<file path="src/rtl/sysctl_pkg.sv">
package sysctl_pkg;
   localparam int unsigned REG_AW = 5;
   localparam int unsigned REG_DW = 32;
   localparam logic [REG_AW-1:0] RN_COUNT   = 5'd9;
   localparam logic [REG_AW-1:0] RN_COMPARE = 5'd11;
   localparam logic [REG_AW-1:0] RN_STATUS  = 5'd12;
   localparam logic [REG_AW-1:0] RN_CAUSE   = 5'd13;
   localparam logic [REG_DW-1:0] STATUS_WMASK = 32'hF800_FF01;
   localparam logic [REG_DW-1:0] CAUSE_WMASK  = 32'h00C0_0300;
   localparam int unsigned CAUSE_HW_LSB = 10;
   localparam int unsigned STATUS_CU_LSB = 28;
endpackage

</file>
<file path="src/rtl/sysctl_timer.sv">
module sysctl_timer #(
   parameter int unsigned W = 32
) (
   input  logic         clk,
   input  logic         rst,
   input  logic         cnt_we,
   input  logic         cmp_we,
   input  logic [W-1:0] wr_data,
   output logic [W-1:0] count_o,
   output logic [W-1:0] compare_o,
   output logic         irq_o
);
   logic [W-1:0] count_q, compare_q;
   logic         irq_q, past_ok;
   logic         match;

   generate
      if (W < 2) begin : g_bad_w
         $error("sysctl_timer: W must be at least 2");
      end
   endgenerate

   assign match = (count_q == compare_q) && (compare_q != '0);

   always_ff @(posedge clk) begin
      if (rst) begin
         count_q   <= '0;
         compare_q <= '0;
         irq_q     <= 1'b0;
         past_ok   <= 1'b0;
      end else begin
         past_ok <= 1'b1;
         if (cnt_we) count_q <= wr_data;
         else        count_q <= count_q + 1'b1;
         if (cmp_we) begin
            compare_q <= wr_data;
            irq_q     <= 1'b0;
         end else if (match) begin
            irq_q <= 1'b1;
         end
      end
   end

   assign count_o   = count_q;
   assign compare_o = compare_q;
   assign irq_o     = irq_q;

   assert_count_step_R1: assert property (@(posedge clk) disable iff (rst)
      (past_ok && !$past(cnt_we)) |-> (count_q == $past(count_q) + 1'b1));
   assert_count_load_R2: assert property (@(posedge clk) disable iff (rst)
      (past_ok && $past(cnt_we)) |-> (count_q == $past(wr_data)));
   assert_irq_hold_R4: assert property (@(posedge clk) disable iff (rst)
      (past_ok && $past(irq_q) && !$past(cmp_we)) |-> irq_q);
   assert_irq_rise_R4: assert property (@(posedge clk) disable iff (rst)
      (past_ok && $rose(irq_q)) |-> $past(count_q == compare_q && compare_q != '0));
   assert_irq_clear_R5: assert property (@(posedge clk) disable iff (rst)
      (past_ok && $past(cmp_we)) |-> !irq_q);
endmodule

</file>
<file path="src/rtl/sysctl_status.sv">
module sysctl_status #(
   parameter int unsigned   W      = 32,
   parameter logic [W-1:0]  WMASK  = 32'hF800_FF01,
   parameter int unsigned   CU_LSB = 28,
   parameter logic [3:0]    CU_RST = 4'b0001
) (
   input  logic         clk,
   input  logic         rst,
   input  logic         we,
   input  logic [W-1:0] wr_data,
   output logic [W-1:0] status_o
);
   localparam logic [W-1:0] RST_VAL = W'(CU_RST) << CU_LSB;
   logic [W-1:0] status_q;
   logic         past_ok;

   generate
      if (CU_LSB + 4 > W) begin : g_bad_cu
         $error("sysctl_status: usable field outside word");
      end
   endgenerate

   always_ff @(posedge clk) begin
      if (rst) begin
         status_q <= RST_VAL;
         past_ok  <= 1'b0;
      end else begin
         past_ok <= 1'b1;
         if (we) status_q <= wr_data & WMASK;
      end
   end

   assign status_o = status_q;

   assert_status_keep_R7: assert property (@(posedge clk) disable iff (rst)
      (past_ok && !$past(we)) |-> $stable(status_q));
   assert_status_load_R7: assert property (@(posedge clk) disable iff (rst)
      (past_ok && $past(we)) |-> (status_q == ($past(wr_data) & WMASK)));
endmodule

</file>
<file path="src/rtl/sysctl_cause.sv">
module sysctl_cause #(
   parameter int unsigned  W      = 32,
   parameter int unsigned  HW_W   = 6,
   parameter int unsigned  HW_LSB = 10,
   parameter logic [W-1:0] WMASK  = 32'h00C0_0300
) (
   input  logic            clk,
   input  logic            rst,
   input  logic            we,
   input  logic [W-1:0]    wr_data,
   input  logic [HW_W-1:0] hw_irq,
   input  logic            timer_irq,
   output logic [W-1:0]    cause_o
);
   localparam int unsigned TOP_BIT = HW_LSB + HW_W - 1;
   logic [W-1:0] cause_q, cause_d;
   logic         past_ok;

   generate
      if (TOP_BIT >= W) begin : g_bad_hw
         $error("sysctl_cause: hardware lines outside word");
      end
   endgenerate

   always_comb begin
      cause_d = cause_q;
      if (we) cause_d = (cause_q & ~WMASK) | (wr_data & WMASK);
      cause_d[HW_LSB +: HW_W] = hw_irq;
      cause_d[TOP_BIT] = hw_irq[HW_W-1] | timer_irq;
   end

   always_ff @(posedge clk) begin
      if (rst) begin
         cause_q <= '0;
         past_ok <= 1'b0;
      end else begin
         past_ok <= 1'b1;
         cause_q <= cause_d;
      end
   end

   assign cause_o = cause_q;

   assert_cause_hw_R9: assert property (@(posedge clk) disable iff (rst)
      past_ok |-> (cause_q[TOP_BIT-1:HW_LSB] == $past(hw_irq[HW_W-2:0])));
   assert_cause_timer_R9: assert property (@(posedge clk) disable iff (rst)
      (past_ok && $past(timer_irq)) |-> cause_q[TOP_BIT]);
   assert_cause_ro_R8: assert property (@(posedge clk) disable iff (rst)
      (past_ok && !$past(we)) |-> ((cause_q & WMASK) == $past(cause_q & WMASK)));
endmodule

</file>
<file path="src/rtl/sysctl_regs.sv">
module sysctl_regs
   import sysctl_pkg::*;
#(
   parameter int unsigned DW         = 32,
   parameter int unsigned HW_W       = 6,
   parameter bit          FORWARD_EN = 1'b1
) (
   input  logic            clk,
   input  logic            rst,
   input  logic [4:0]      rd_addr,
   output logic [DW-1:0]   rd_data,
   input  logic            wr_en,
   input  logic [4:0]      wr_addr,
   input  logic [DW-1:0]   wr_data,
   input  logic [HW_W-1:0] hw_irq,
   output logic            timer_irq
);
   logic [DW-1:0] count_w, compare_w, status_w, cause_w;
   logic [DW-1:0] stored_rd, fwd_val;
   logic          cnt_we, cmp_we, st_we, ca_we;

   generate
      if (DW != REG_DW) begin : g_bad_dw
         $error("sysctl_regs: DW must match the register width");
      end
   endgenerate

   assign cnt_we = wr_en && (wr_addr == RN_COUNT);
   assign cmp_we = wr_en && (wr_addr == RN_COMPARE);
   assign st_we  = wr_en && (wr_addr == RN_STATUS);
   assign ca_we  = wr_en && (wr_addr == RN_CAUSE);

   sysctl_timer #(.W(DW)) u_timer (
      .clk(clk), .rst(rst), .cnt_we(cnt_we), .cmp_we(cmp_we),
      .wr_data(wr_data), .count_o(count_w), .compare_o(compare_w),
      .irq_o(timer_irq)
   );

   sysctl_status #(.W(DW), .WMASK(STATUS_WMASK), .CU_LSB(STATUS_CU_LSB),
                   .CU_RST(4'b0001)) u_status (
      .clk(clk), .rst(rst), .we(st_we), .wr_data(wr_data), .status_o(status_w)
   );

   sysctl_cause #(.W(DW), .HW_W(HW_W), .HW_LSB(CAUSE_HW_LSB),
                  .WMASK(CAUSE_WMASK)) u_cause (
      .clk(clk), .rst(rst), .we(ca_we), .wr_data(wr_data), .hw_irq(hw_irq),
      .timer_irq(timer_irq), .cause_o(cause_w)
   );

   always_comb begin
      case (rd_addr)
         RN_COUNT:   stored_rd = count_w;
         RN_COMPARE: stored_rd = compare_w;
         RN_STATUS:  stored_rd = status_w;
         RN_CAUSE:   stored_rd = cause_w;
         default:    stored_rd = '0;
      endcase
   end

   always_comb begin
      case (wr_addr)
         RN_COUNT:   fwd_val = wr_data;
         RN_COMPARE: fwd_val = wr_data;
         RN_STATUS:  fwd_val = wr_data & STATUS_WMASK;
         RN_CAUSE:   fwd_val = (cause_w & ~CAUSE_WMASK) | (wr_data & CAUSE_WMASK);
         default:    fwd_val = '0;
      endcase
   end

   generate
      if (FORWARD_EN) begin : g_fwd
         assign rd_data = (wr_en && (wr_addr == rd_addr)) ? fwd_val : stored_rd;
      end else begin : g_nofwd
         assign rd_data = stored_rd;
      end
   endgenerate

   assert_unmapped_zero_R6: assert property (@(posedge clk) disable iff (rst)
      (rd_addr != RN_COUNT && rd_addr != RN_COMPARE && rd_addr != RN_STATUS &&
       rd_addr != RN_CAUSE) |-> (rd_data == '0));
endmodule

</file>
<file path="config.mk">
export PLATFORM = sky130hd
export DESIGN_NAME = sysctl_regs
export DESIGN_NICKNAME = d
export VERILOG_FILES = /design/src/rtl/sysctl_pkg.sv /design/src/rtl/sysctl_timer.sv /design/src/rtl/sysctl_status.sv /design/src/rtl/sysctl_cause.sv /design/src/rtl/sysctl_regs.sv
export SDC_FILE = /design/constraint.sdc
export NUM_CORES = 1
export LEC_CHECK = 0
export BUFFER_PORTS_ARGS = -buffer_cell sky130_fd_sc_hd__buf_2
export CAP_MARGIN = 20
export CORE_MARGIN = 5
export CORE_UTILIZATION = 54
export DETAILED_ROUTE_END_ITERATION = 16
export PLACE_DENSITY = 0.86
export SLEW_MARGIN = 20
export SYNTH_ARGS = -nofsm -noshare
export SYNTH_HDL_FRONTEND = slang
export SYNTH_HIERARCHICAL = 1
export SYNTH_SLANG_ARGS = --single-unit
</file>
<file path="constraint.sdc">
create_clock -name clk -period 2.25 [get_ports clk]
set_input_delay 0.1125 -clock clk [delete_from_list [all_inputs] [get_ports clk]]
set_output_delay 0.1125 -clock clk [all_outputs]
set_load 0.005 [all_outputs]
</file>
[After elaboration in Yosys (flattened, before gate mapping)]
Cells that the tools add are included.
Widths: inputs -> output; s select.
Word-level totals
  register bits: 111
  input port bits: 51
  output and inout bits: 33
  word-level logic and storage cells: 32
Operators by class
  add/sub/neg operators: 1
  eq/ne operators: 10
  muxes and demuxes: 4
  bitwise logic cells: 2
  reductions and logical operators: 9
Operators with widths (count)
  $pmux 32 s4: 1
  $pmux 32 s3: 1
  $mux 32: 2
  $eq 5x4->1 const B: 8
  $add 32x1->32 const B: 1
  $eq 32x32->1: 1
  $or 32x24->32: 1
  $reduce_bool 32->1: 1
  $logic_and 1x1->1: 6
  $eq 5x5->1: 1
  $reduce_or 2->1: 2
  $or 1x1->1: 1

[Logic depth before layout (Yosys ltp)]
  depth after elaboration: 4
  depth in mapped cells: 9
  mapped depth without buffers: 6

[Modules after synthesis]
The synthesis kept the hierarchy.
Modules (own cells, without submodules)
  sysctl_timer: instances 1, cells each 361, area an instance 3293.2 µm², seq. area each 1301.2 µm²
  sysctl_regs: instances 1, cells each 214, area an instance 1575.3 µm², seq. area each 0.0 µm²
  sysctl_status: instances 1, cells each 64, area an instance 649.4 µm², seq. area each 280.3 µm²
  sysctl_cause: instances 1, cells each 50, area an instance 479.2 µm², seq. area each 200.2 µm²

[Least setup slack after synthesis]
Ideal clock, no wire load.
  path type: register to register
  start: reg u_timer.count_q[8] (netlist: u_timer/count_o[8])
  end: reg u_timer.count_q[26] (netlist: u_timer/count_o[26])
  setup time: 0.091 ns
  arrival: 1.674 ns
  data required time: 2.159 ns
  path slack: 0.485 ns
  stages on the path, launching flop included: 7
  buffers on the path: 1
  clock period less this slack: 1.765 ns
  cells stage by stage: dfxtp_1 nand4_4 nor4b_4 buf_6 nand3_4 or3_1 a311oi_1
On the way
  longest elaborated chain between the ends: 2
Ends and longest elaborated chain
  start: declaration: line sysctl_timer.sv:13  | logic [W-1:0] count_q, compare_q;
  start signal: assignment: line sysctl_timer.sv:33  | if (cnt_we) count_q <= wr_data;
  start signal: assignment: line sysctl_timer.sv:34  | else count_q <= count_q + 1'b1;
  $add 32x1->32: line sysctl_timer.sv:34
  $mux 32: line sysctl_timer.sv:33
No other way between the ends.
A chain may end at the register's enable or synchronous reset.

[Worst setup path in the final report]
  start: reg u_timer.count_q[9] (netlist: u_timer/count_o[9])
  end: reg u_timer.count_q[26] (netlist: u_timer/count_o[26])
The elaborated chain is that of the path after synthesis.

==> flow_summary.ini <==
[status]
outcome = completed

[clock_tree]
cts.clk_slew.worst_paths_ns = 0.10
root_buffer = clkbuf_8
post_cts_resized = 0
cts_tree = built
clock_latency_ns = 0.37
clockBufferDepth = 2
htreeDepth = 3
cts_buffers = 9
clkSinkCount = 89

[power_and_ir_drop]
swShare = 0.285
ir_drop_mv = 0.304
p_clk_frac = 0.340
seqPwrFrac = 0.530
leakage_nw = 2.62
cell_internal_pwr_mw = 2.20
power_frac_comb = 0.130
power.density_mw_per_mm2 = 463
p_switching_mw = 0.877

[floorplan]
initial_core_util = 0.553
die_x_um = 115
rows = 38
core_mm2 = 0.0108
io_pins = 84
die_h_um = 115
die_area_mm2 = 0.0133

[timing]
period_share = 0.883
tns_ns = 0
tightest_slew_ns = 0.752
relSlewSlack = 0.499
setup_viol = 0
fin_skew_ns = 0.0147
finalHoldViolations = 0
rsz0062_at_grt = false
fmax_ghz = 0.503
maxSlewViolCount = 0
period_minus_slack_ns = 1.99

[worst_setup_path]
rr_worst_depth = 6
startpoint_type = flip-flop
reg2reg_to = u_timer/count_o[26]
cp.arrival_ns = 2.26
rr_startpoint = u_timer/count_o[9]
cp.required_ns = 2.52
worstSetupPathType = flip-flop to flip-flop
cp_max_fo = 10
cp-end-kind = flip-flop
r2r_slack_ns = 0.26

[min_path]
min_from = wr_data[28]
min_to = u_status/status_o[28]
min_path_cells = 2
hp-class = input pin to flip-flop

[placed_design]
gp_congestion = 0.899
dp_hpwl_um = 11700
io_buffers = 83
dp_cells = 883

[global_routing]
gr-usage-all-layers = 0.252
grt_overflow = 0
grt_pass1_vias = 5482
grt_max_degree = 46
grt_pass1_wl_um = 27000
antenna_found_initial = 0

[detailed_routing]
via_count = 5624
antenna_left = 0
drtIter0Drc = 557
first_pass_iters = 5
wl_per_cell_um = 18.4
finalWirelength_um = 16700
vias_per_cell = 6.20
drc = 0

[logic_synthesis]
synth_cell_types = 59
yosys.area_share.adder = 0.00209
syn_area_mm2 = 0.00600
synth_cells = 689
synth_mux_area_frac = 0.144
synth_top_area_frac = 0.297
synth_top_area_cell = dfxtp_1
synth-edff-count = 0
synth.avg_cell_area_um2 = 8.70
synth_top_family_by_area = simple AND/OR/NAND/NOR gates
ys_ff_latch = 89
synth-xor-area-share = 0.0935
synth_compound_area_frac = 0.171
yosysMostFrequentCell = nor2_1
ys_seq_area_frac = 0.297
synth_commonest_cells = 124 x nor2_1, 89 x dfxtp_1, 86 x mux2i_1
synthTopCellsByArea = dfxtp_1 30%, mux2i_1 14%, nor2_1 7.8%, xor2_1 5.7%, buf_4 5.4%
async_flop_share = 0
synth-simple-area-share = 0.189
yosysWarnings = 6
synth_ff_type = dfxtp_1

[layout]
area_growth_pct = 10.9
drive_gt1_frac = 0.186
nNetsFinal = 814
stdcell_count = 907
diodes = 0

[flow_run]
drv_cap = 0
## critical path, cell delays in order (launching register included)
cell	delay [ns]
dfxtp_1	0.50
nand4_4	0.17
nor4b_4	0.33
buf_4	0.24
nand3_4	0.10
or3_1	0.31
a311oi_1	0.24
## worst max path at each step
stage                                to  slack [ns]               start
global placement    u_timer/count_o[26]        0.37  u_timer/count_o[9]
CTS                 u_timer/count_o[26]        0.28  u_timer/count_o[9]
detailed placement  u_timer/count_o[26]        0.31  u_timer/count_o[9]
global route        u_timer/count_o[26]        0.14  u_timer/count_o[0]
finish              u_timer/count_o[26]        0.26  u_timer/count_o[9]
floorplan           u_timer/count_o[26]        0.48  u_timer/count_o[8]
## metal layers
layer | up-vias | global-route usage | share of wire
li1 | 2597 | - | -
met1 | 2661 | 0.328 | 0.42
met2 | 311 | 0.403 | 0.46
met3 | 55 | 0.0416 | 0.089
met4 | 0 | 0.131 | 0.032
met5 | - | 0 | 0
## placed cells by master, fill, tap and decap left out, drive strengths merged, types with 7 or more instances in the layout
master | netlist | routed
a211oi | 20 | 20
o22ai | 28 | 28
a221oi | 32 | 32
clkbuf | 19 | 10
mux2i | 86 | 86
nor2 | 128 | 128
buf | 71 | 106
nor2b | 9 | 9
inv | 7 | 9
conb | 2 | 40
xnor2 | 25 | 25
a21oi | 7 | 7
nand3 | 11 | 11
nand4 | 18 | 18
nor4 | 14 | 14
a22oi | 28 | 28
dlygate4sd3 | 0 | 8
nand2 | 12 | 12
dfxtp | 89 | 89
xor2 | 39 | 39
## sequential cells by signal (all words and copies together), names as in the netlist
signal	count
u_timer/count_o	32
u_status/status_o	14
u_timer/compare_o	32
u_cause/cause_o	10
u_timer/irq_o	1
## logic make-up after synthesis
logic type / count (synthesis)
other cells: 2
xor+xnor: 64
compound gates: 131
simple gates: 219
buf+inv: 97
fa+ha+maj: 1
mux: 86
flops: 89
## cell type report
class / instances / area, µm²
clock inverter: 6 / 50.0
fill: 934 / 4190
timing repair buffer: 114 / 718
clock buffer: 10 / 138
inverter: 7 / 26.3
sequential: 89 / 1780
multi-input combinational: 541 / 3760
tap: 140 / 175
## through the flow
step / setup slack [ns] / power (mW) / area, µm² / utilization / hold WS, ns
2_1_floorplan: 0.485 / 1.95 / 6140 / - / 0.185
3_3_place_gp: 0.370 / 2.04 / 6380 / 0.589 / 0.318
3_5_place_dp: 0.314 / 2.05 / 6380 / 0.589 / 0.320
4_1_cts: 0.282 / 3.08 / 6650 / 0.614 / 0.00469
5_1_grt: 0.138 / 3.20 / 6650 / 0.614 / 0.0289
6_report: 0.264 / 3.08 / 6650 / 0.614 / 0.0168
## power groups by stage
stage	Clock (mW)	Sequential, mW	Combinational [mW]
2_1_floorplan	0	1.66	0.288
3_3_place_gp	0	1.67	0.370
3_5_place_dp	0	1.67	0.377
4_1_cts	1.06	1.63	0.390
5_1_grt	1.13	1.64	0.436
6_report	1.05	1.63	0.400
## what timing repair did
item                                    4_1_cts  5_1_grt
setup buffers                                 0        0
endpoints found under the setup margin        0        0
hold endpoints to repair                      8        0
hold buffers                                  8        0
No activity file was read; power rests on OpenSTA's default activity.
